File: src/rtl/bitop_pkg.sv
package bitop_pkg;

    localparam int DATA_W = 8;
    localparam int SEL_W  = 3;
    localparam int FLAG_W = 4;
    localparam logic [SEL_W-1:0] MEM_SEL = 3'd6;

    typedef enum logic [1:0] {
        GRP_SHIFT = 2'b00,
        GRP_TEST  = 2'b01,
        GRP_CLR   = 2'b10,
        GRP_SETB  = 2'b11
    } grp_e;

    typedef enum logic [2:0] {
        SH_RLC  = 3'd0,
        SH_RRC  = 3'd1,
        SH_RL   = 3'd2,
        SH_RR   = 3'd3,
        SH_SLA  = 3'd4,
        SH_SRA  = 3'd5,
        SH_SWAP = 3'd6,
        SH_SRL  = 3'd7
    } shop_e;

    typedef struct packed {
        logic z;
        logic n;
        logic h;
        logic c;
    } flags_t;

    typedef struct packed {
        grp_e             grp;
        logic [2:0]       sub;
        logic [SEL_W-1:0] sel;
    } dec_t;

    typedef enum logic [1:0] {
        ST_IDLE = 2'd0,
        ST_REG  = 2'd1,
        ST_MRD  = 2'd2,
        ST_MWB  = 2'd3
    } state_e;

endpackage

File: src/rtl/bitop_decode.sv
module bitop_decode
    import bitop_pkg::*;
(
    input  logic [7:0] opcode,
    output dec_t       dec,
    output logic       is_mem
);
    always_comb begin
        dec.grp = grp_e'(opcode[7:6]);
        dec.sub = opcode[5:3];
        dec.sel = opcode[2:0];
        is_mem  = (opcode[2:0] == MEM_SEL);
    end
endmodule

File: src/rtl/bitop_alu.sv
module bitop_alu
    import bitop_pkg::*;
#(
    parameter int W = DATA_W
) (
    input  grp_e         grp,
    input  logic [2:0]   sub,
    input  logic [W-1:0] operand,
    input  flags_t       fl_in,
    output logic [W-1:0] result,
    output flags_t       fl_out,
    output logic         wr_result,
    output logic         wr_flags
);
    localparam int HALF = W / 2;

    logic [W-1:0] idx_mask;
    logic [W-1:0] sh_res;
    logic         sh_co;

    genvar g;
    generate
        for (g = 0; g < W; g++) begin : g_mask
            assign idx_mask[g] = (sub == g[2:0]);
        end
    endgenerate

    always_comb begin
        sh_res = operand;
        sh_co  = 1'b0;
        case (shop_e'(sub))
            SH_RLC:  begin sh_res = {operand[W-2:0], operand[W-1]}; sh_co = operand[W-1]; end
            SH_RRC:  begin sh_res = {operand[0], operand[W-1:1]};   sh_co = operand[0];   end
            SH_RL:   begin sh_res = {operand[W-2:0], fl_in.c};      sh_co = operand[W-1]; end
            SH_RR:   begin sh_res = {fl_in.c, operand[W-1:1]};      sh_co = operand[0];   end
            SH_SLA:  begin sh_res = {operand[W-2:0], 1'b0};         sh_co = operand[W-1]; end
            SH_SRA:  begin sh_res = {operand[W-1], operand[W-1:1]}; sh_co = operand[0];   end
            SH_SWAP: begin sh_res = {operand[HALF-1:0], operand[W-1:HALF]}; sh_co = 1'b0; end
            default: begin sh_res = {1'b0, operand[W-1:1]};         sh_co = operand[0];   end
        endcase
    end

    always_comb begin
        result    = operand;
        fl_out    = fl_in;
        wr_result = 1'b0;
        wr_flags  = 1'b0;
        case (grp)
            GRP_SHIFT: begin
                result    = sh_res;
                fl_out.z  = (sh_res == '0);
                fl_out.n  = 1'b0;
                fl_out.h  = 1'b0;
                fl_out.c  = sh_co;
                wr_result = 1'b1;
                wr_flags  = 1'b1;
            end
            GRP_TEST: begin
                fl_out.z  = ~|(operand & idx_mask);
                fl_out.n  = 1'b0;
                fl_out.h  = 1'b1;
                wr_flags  = 1'b1;
            end
            GRP_CLR: begin
                result    = operand & ~idx_mask;
                wr_result = 1'b1;
            end
            default: begin
                result    = operand | idx_mask;
                wr_result = 1'b1;
            end
        endcase
    end

    // Rotations without carry and the nibble exchange keep the bit population.
    always_comb begin
        if (grp == GRP_SHIFT && (sub == SH_RLC || sub == SH_RRC || sub == SH_SWAP)) begin
            assert_rot_keeps_bits_R2: assert ($countones(result) == $countones(operand));
        end
    end
endmodule

File: src/rtl/bitop_exec.sv
module bitop_exec
    import bitop_pkg::*;
#(
    parameter int ADDR_W = 16
) (
    input  logic              clk,
    input  logic              rst,
    input  logic              start,
    input  logic [7:0]        opcode,
    input  logic [ADDR_W-1:0] hl_pair,
    output logic [2:0]        rf_rd_sel,
    input  logic [7:0]        rf_rd_data,
    output logic              rf_wr_en,
    output logic [2:0]        rf_wr_sel,
    output logic [7:0]        rf_wr_data,
    output logic              mem_rd_en,
    output logic [ADDR_W-1:0] mem_addr,
    input  logic [7:0]        mem_rd_data,
    output logic              mem_wr_en,
    output logic [7:0]        mem_wr_data,
    input  logic [3:0]        flags_in,
    output logic [3:0]        flags_out,
    output logic              flags_wr_en,
    output logic              done
);
    typedef struct packed {
        state_e st;
        dec_t   dec;
    } ctl_t;

    ctl_t   ctl_d, ctl_q;
    dec_t   dec_w;
    logic   is_mem_w;
    logic [DATA_W-1:0] operand, alu_res;
    flags_t alu_fl;
    logic   alu_wr_res, alu_wr_fl;
    logic   finishing;

    bitop_decode u_dec (
        .opcode (opcode),
        .dec    (dec_w),
        .is_mem (is_mem_w)
    );

    always_comb begin
        ctl_d = ctl_q;
        case (ctl_q.st)
            ST_IDLE: begin
                if (start) begin
                    ctl_d.dec = dec_w;
                    ctl_d.st  = is_mem_w ? ST_MRD : ST_REG;
                end
            end
            ST_MRD:  ctl_d.st = ST_MWB;
            default: ctl_d.st = ST_IDLE;
        endcase
    end

    always_ff @(posedge clk) begin
        if (rst) begin
            ctl_q <= '{st: ST_IDLE, dec: '{grp: GRP_SHIFT, sub: 3'd0, sel: 3'd0}};
        end else begin
            ctl_q <= ctl_d;
        end
    end

    assign operand = (ctl_q.st == ST_MWB) ? mem_rd_data : rf_rd_data;

    bitop_alu #(.W(DATA_W)) u_alu (
        .grp       (ctl_q.dec.grp),
        .sub       (ctl_q.dec.sub),
        .operand   (operand),
        .fl_in     (flags_t'(flags_in)),
        .result    (alu_res),
        .fl_out    (alu_fl),
        .wr_result (alu_wr_res),
        .wr_flags  (alu_wr_fl)
    );

    assign finishing   = (ctl_q.st == ST_REG) || (ctl_q.st == ST_MWB);
    assign done        = finishing;
    assign rf_rd_sel   = ctl_q.dec.sel;
    assign rf_wr_sel   = ctl_q.dec.sel;
    assign rf_wr_data  = alu_res;
    assign rf_wr_en    = (ctl_q.st == ST_REG) && alu_wr_res;
    assign mem_rd_en   = (ctl_q.st == ST_MRD);
    assign mem_addr    = hl_pair;
    assign mem_wr_data = alu_res;
    assign mem_wr_en   = (ctl_q.st == ST_MWB) && alu_wr_res;
    assign flags_out   = alu_fl;
    assign flags_wr_en = finishing && alu_wr_fl;

    assert_reg_target_R1: assert property (@(posedge clk) disable iff (rst)
        rf_wr_en |-> (rf_wr_sel != MEM_SEL) && done);

    assert_reg_one_cycle_R1: assert property (@(posedge clk) disable iff (rst)
        (ctl_q.st == ST_REG) |=> (ctl_q.st == ST_IDLE));

    assert_rmw_order_R6: assert property (@(posedge clk) disable iff (rst)
        mem_wr_en |-> $past(mem_rd_en));

    assert_single_read_R6: assert property (@(posedge clk) disable iff (rst)
        mem_rd_en |=> !mem_rd_en && done);

    assert_done_pulse_R7: assert property (@(posedge clk) disable iff (rst)
        done |=> !done);

    assert_reset_clears_R8: assert property (@(posedge clk)
        rst |=> !done && !mem_wr_en && !rf_wr_en);
endmodule

File: config.mk
export PLATFORM = sky130hd
export DESIGN_NAME = bitop_exec
export DESIGN_NICKNAME = d
export VERILOG_FILES = /design/src/rtl/bitop_pkg.sv /design/src/rtl/bitop_decode.sv /design/src/rtl/bitop_alu.sv /design/src/rtl/bitop_exec.sv
export SDC_FILE = /design/constraint.sdc
export NUM_CORES = 1
export LEC_CHECK = 0
export BUFFER_PORTS_ARGS = -buffer_cell sky130_fd_sc_hd__buf_4
export CORE_MARGIN = 2
export CORE_UTILIZATION = 45
export CTS_BUF_LIST = sky130_fd_sc_hd__clkbuf_4
export DETAILED_ROUTE_END_ITERATION = 8
export PLACE_DENSITY = 0.83
export SYNTH_ARGS = -nofsm -noshare
export SYNTH_HDL_FRONTEND = slang
export SYNTH_SLANG_ARGS = --single-unit
export TNS_END_PERCENT = 30
File: constraint.sdc
create_clock -name clk -period 2.53 [get_ports clk]
set_input_delay 0.6325 -clock clk [delete_from_list [all_inputs] [get_ports clk]]
set_output_delay 0.6325 -clock clk [all_outputs]
set_load 0.05 [all_outputs]
Word level (Yosys, flattened, before mapping)
Cells that the tools add are included.
{"block": "totals", "reg_bits": 10, "output_inout_bits": 47, "word_cells": 46}
{"block": "op_classes", "n_eq_ne": 14, "mux": 11, "n_bitwise": 4, "n_reduce_logical": 13}
{"cell": "$pmux W8 S7", "count": 1}
{"cell": "$pmux W8 S3", "count": 1}
{"cell": "$and A8 B8 Y8", "count": 2}
{"cell": "$eq A3 B3 Y1 const B", "count": 5}
{"cell": "$mux W10", "count": 1}
{"cell": "$logic_not A8 Y1", "count": 1}
{"cell": "$mux W8", "count": 1}
{"cell": "$not A8 Y8", "count": 1}
{"cell": "$or A8 B8 Y8", "count": 1}
{"cell": "$reduce_or A8 Y1", "count": 1}
{"cell": "$eq A2 B2 Y1 const B", "count": 3}
{"cell": "$eq A3 B2 Y1 const B", "count": 2}
{"cell": "$pmux W3 S2", "count": 1}
{"cell": "$eq A2 B1 Y1 const B", "count": 2}
{"cell": "$logic_not A2 Y1", "count": 2}
{"cell": "$pmux W2 S2", "count": 1}
{"cell": "$eq A3 B1 Y1 const B", "count": 1}
{"cell": "$logic_and A1 B1 Y1", "count": 3}
{"cell": "$logic_not A3 Y1", "count": 1}
{"cell": "$mux W1", "count": 3}
{"cell": "$reduce_or A3 Y1", "count": 1}
{"cell": "$mux W2", "count": 1}
{"cell": "$ne A2 B2 Y1 const B", "count": 1}
{"cell": "$pmux W1 S2", "count": 1}
{"cell": "other kinds (4)", "count": 4}

Logic depth before layout (Yosys ltp)
{"block": "logic_depth", "word_depth": 6, "ltp_mapped": 8, "depth_no_buf": 5}

Hierarchy
Synthesis repeated with hierarchy kept, for this count alone.
{"block": "hier_totals", "cells_unflattened": 203, "area_unflattened_um2": 1659.1}
{"module": "bitop_exec", "instances": 1, "cells_each": 87, "area_per_inst_um2": 804.5}
{"module": "bitop_alu", "instances": 1, "cells_each": 107, "area_per_inst_um2": 785.8}
{"module": "bitop_decode", "instances": 1, "cells_each": 9, "area_per_inst_um2": 68.8}

Least setup slack after synthesis
Ideal clock, no wire load.
{"block": "synth_path", "path_kind": "reg-to-output", "start": "register ctl_q[5] in the netlist's numbering", "end": "output port rf_wr_data[3]", "t_arrival_ps": 2804, "t_required_ps": 1898, "setup_slack_ps": -906, "stages_incl_launch_ff": 8, "path_cell_list": "dfxtp_1 clkbuf_1 nand2_1 buf_1 mux2i_1 mux2i_1 o21ai_0 buf_4"}
{"block": "synth_via", "elab_chain_len": 4}
{"item": "from (decl)", "line_no": "bitop_exec.sv:31", "text": "ctl_t ctl_d, ctl_q;"}
{"item": "from (signal assigned)", "line_no": "bitop_exec.sv:61", "text": "ctl_q <= '{st: ST_IDLE, dec: '{grp: GRP_SHIFT, sub: 3'd0, sel: 3'd0}};"}
{"item": "from (signal assigned)", "line_no": "bitop_exec.sv:63", "text": "ctl_q <= ctl_d;"}
{"item": "parallel branches: the longest is 3 deep, another holds $pmux W8 S7"}
{"item": "$pmux W8 S3 (*)", "line_no": "bitop_alu.sv:48", "text": "case (grp)"}
{"item": "to (decl)", "line_no": "bitop_exec.sv:15", "text": "output logic [7:0] rf_wr_data,"}
Every way passes the cells marked *.

Worst setup path in the final report
{"block": "layout_path", "start": "register ctl_q[8] in the netlist's numbering", "end": "output port flags_out[3]"}
{"block": "layout_via", "elab_chain_len": 6}
{"item": "$eq A2 B2 Y1 (*)", "line_no": "bitop_exec.sv:67", "text": "assign operand = (ctl_q.st == ST_MWB) ? mem_rd_data : rf_rd_data;"}
{"item": "$mux W8 (*)", "line_no": "bitop_exec.sv:67"}
{"item": "parallel branches: the longest is 3 deep, another holds $pmux W8 S7"}
{"item": "$pmux W3 S2 (*)", "line_no": "bitop_alu.sv:48"}
{"item": "to (decl)", "line_no": "bitop_exec.sv:22", "text": "output logic [3:0] flags_out,"}
Marked as above.

==> results.json <==
{
  "antenna_left": 0,
  "relSlewSlack_pct": 75.3,
  "synth_nets": 250,
  "cp.required_ns": 1.90,
  "critPathArrivalTime_ns": 2.17,
  "final_area_um2": 2400,
  "reg2reg_slack_ns": 1.13,
  "drt-pass1-iter-count": 4,
  "tritoncts": "built",
  "grt_pass1_wl_um": 7820,
  "rows": 21,
  "clkTransAtPathRegs_ns": 0.07,
  "final_core_util_pct": 71.8,
  "yosysTopAreaCell": "buf_4",
  "final_cells": 305,
  "synth_top_area_share_pct": 14.5,
  "cts_buffer_depth": 2,
  "holdWs_ns": 0.538,
  "min_from": "rf_rd_sel[0]",
  "grt_remaining_overflow": 0,
  "p_leak_uw": 0.00109,
  "io_buffers": 61,
  "min_period_over_period_pct": 111,
  "initial_utilization_pct": 46.6,
  "synth_common_cells": "buf_4 (30), nor2_1 (22), mux2i_1 (21)",
  "synthFlopType": "dfxtp_1",
  "wl_um": 4860,
  "clock.fmax_mhz": 357,
  "max_cap_violations": 0,
  "irDropWorstVdd_uv": 305,
  "yosysMostFrequentCell": "buf_4",
  "hold_path_class": "register to register",
  "finalNetCount": 307,
  "r2r-end": "ctl_q[6]",
  "seq_area_frac_synth_pct": 12.9,
  "cts.sinks": 10,
  "final.setup.worst_slack_ns": -0.275,
  "vias": 1752,
  "critPathMaxFanout": 7,
  "min_to": "rf_rd_sel[0]",
  "synth.top_cells.by_area": "buf_4 (14%), mux2i_1 (14%), dfxtp_1 (13%)",
  "area_delta_synth_final_pct": 54.0,
  "coreArea_um2": 3340,
  "worstSetupPathType": "register to primary output",
  "grt_pass1_vias": 1706,
  "drv_slew": 0,
  "antenna_found_initial": 0,
  "synthesis.area_um2": 1560,
  "die_width_um": 62.8,
  "p_per_area_nw_per_um2": 395,
  "violations": "setup timing",
  "viasPerCell": 5.74,
  "h-tree-depth": 1,
  "ctsHoldBuffers": 0,
  "r2r_cells": 6,
  "hold_violations": 0,
  "end_kind": "primary output",
  "grt_use_total_pct": 24.4,
  "place_congestion": 0.897,
  "rsz0062_at_grt": "yes",
  "syn_inst": 203,
  "r2r_start": "ctl_q[9]",
  "worst_pin_slew_ns": 0.367,
  "async_reset_ff_share_pct": 0,
  "placed_cell_area_um2": 2140,
  "drive_above_1_share_pct": 53.7,
  "status": "complete, but fails checks",
  "die-area_um2": 3950,
  "cp-start-kind": "register",
  "grt_max_degree": 18,
  "cts_made_buffers": 3,
  "insertion_delay_ns": 0.26,
  "die_h_um": 62.8,
  "setup_violations": 17,
  "power.total_uw": 946,
  "placedCellCount": 298,
  "io_pins": 94,
  "final.min_clock_period_ns": 2.80,
  "whs_path_depth": 2,
  "antenna_cells": 0,
  "drtIter0Drc": 95,
  "drc": 0,
  "synth_warnings": 0,
  "root_buffer": "clkbuf_4",
  "ys_seq_elements": 10,
  "synth.avg_cell_area_um2": 7.67,
  "avgRoutedWirePerCell_um": 15.9,
  "dpl.hpwl_um": 3700,
  "synth_edf_count": 0,
  "synth.distinct_cells": 42,
  "fin_skew_ns": 0.00534
}
[placed cells by master, fill, tap and decap left out, types with 2 or more instances in the layout]
cell,netlist,final
clkbuf_4,0,3
nor2b_1,2,2
mux2i_1,21,17
buf_4,30,75
dfxtp_4,0,2
nor3_1,4,4
mux4_1,3,3
o21ai_0,15,12
o31ai_1,3,2
dfxtp_2,0,2
nand2b_1,3,3
nor2_1,22,22
nand3_1,3,3
nor3b_1,2,2
clkinv_1,1,2
mux4_2,3,3
o221ai_4,0,3
inv_1,2,2
o21ai_2,0,2
buf_6,2,22
a21oi_2,0,3
o221ai_2,0,2
mux2i_4,0,3
nand2_1,18,18
or2_2,2,2
mux2_2,5,4
dfxtp_1,10,6
a21oi_1,9,6
[logic make-up (layout without fill, tap and decap cells)]
family	after synthesis	after routing	share of synthesized area [%]
AND/OR/NAND/NOR	63	63	19.4
multiplexers	32	32	26.5
buffers and inverters	50	106	20.5
flip-flops	10	10	12.9
AO/OA/AOI/OAI	48	48	20.7
[layout make-up]
| type | count | area (um2) |
|---|---|---|
| clock buffer | 3 | 22.5 |
| clock inverter | 1 | 3.75 |
| fill | 278 | 940 |
| inverter | 3 | 11.3 |
| multi-input combinational | 143 | 1250 |
| sequential | 10 | 210 |
| tap | 46 | 57.6 |
| timing repair buffer | 99 | 846 |
[per-layer routing]
metal / up-vias / global-route usage, % / routed length [um]
li1: 827 / - / -
met1: 819 / 29.5 / 1980
met2: 98 / 44.8 / 2460
met3: 8 / 1.62 / 362
met4: 0 / 9.44 / 55
met5: - / 0 / 0
[registers in the layout, indices dropped and copies added (netlist names)]
register / count
rf_rd_sel: 3
ctl_q: 7
[what timing repair did]
item / CTS / global route
setup buffers: 1 / 2
endpoints found under the setup margin: 18 / 18
resized for setup: 23 / 22
pin swaps: 4 / 6
endpoints found under the hold margin: 0 / 0
[through the flow]
| stage | worst slack, ns | setup TNS [ns] |
|---|---|---|
| floorplan | -0.122 | -0.509 |
| global placement | -0.289 | -0.768 |
| detailed placement | -0.318 | -0.863 |
| CTS | -0.227 | -1.70 |
| global route | -0.346 | -2.77 |
| finish | -0.275 | -1.24 |
[critical path: stages (launching register included)]
cell      delay [ns]
dfxtp_4         0.36
nand2_8         0.09
buf_6           0.14
mux2_2          0.37
nor4_1          0.38
o22ai_1         0.20
o211ai_4        0.20
buf_6           0.18
[worst max path at each step]
| stage | start | to | slack [ns] | depth (start not counted) |
|---|---|---|---|---|
| floorplan | ctl_q[8] | rf_wr_data[6] | -0.12 | 8 |
| CTS | ctl_q[8] | flags_out[3] | -0.23 | 6 |
| finish | ctl_q[8] | flags_out[3] | -0.27 | 7 |
| global route | ctl_q[8] | flags_out[3] | -0.35 | 7 |
| detailed placement | rf_rd_data[5] | flags_out[3] | -0.32 | 6 |
| global placement | rf_rd_data[5] | flags_out[3] | -0.29 | 6 |
[power by group]
group | internal, uW | leakage, uW | total, uW | switching (uW)
Clock | 56.7 | 0.0000154 | 107 | 50.5
Combinational | 263 | 0.000990 | 659 | 396
Sequential | 167 | 0.0000844 | 180 | 13.4
Note: power is estimated with default switching activity, not from simulation.
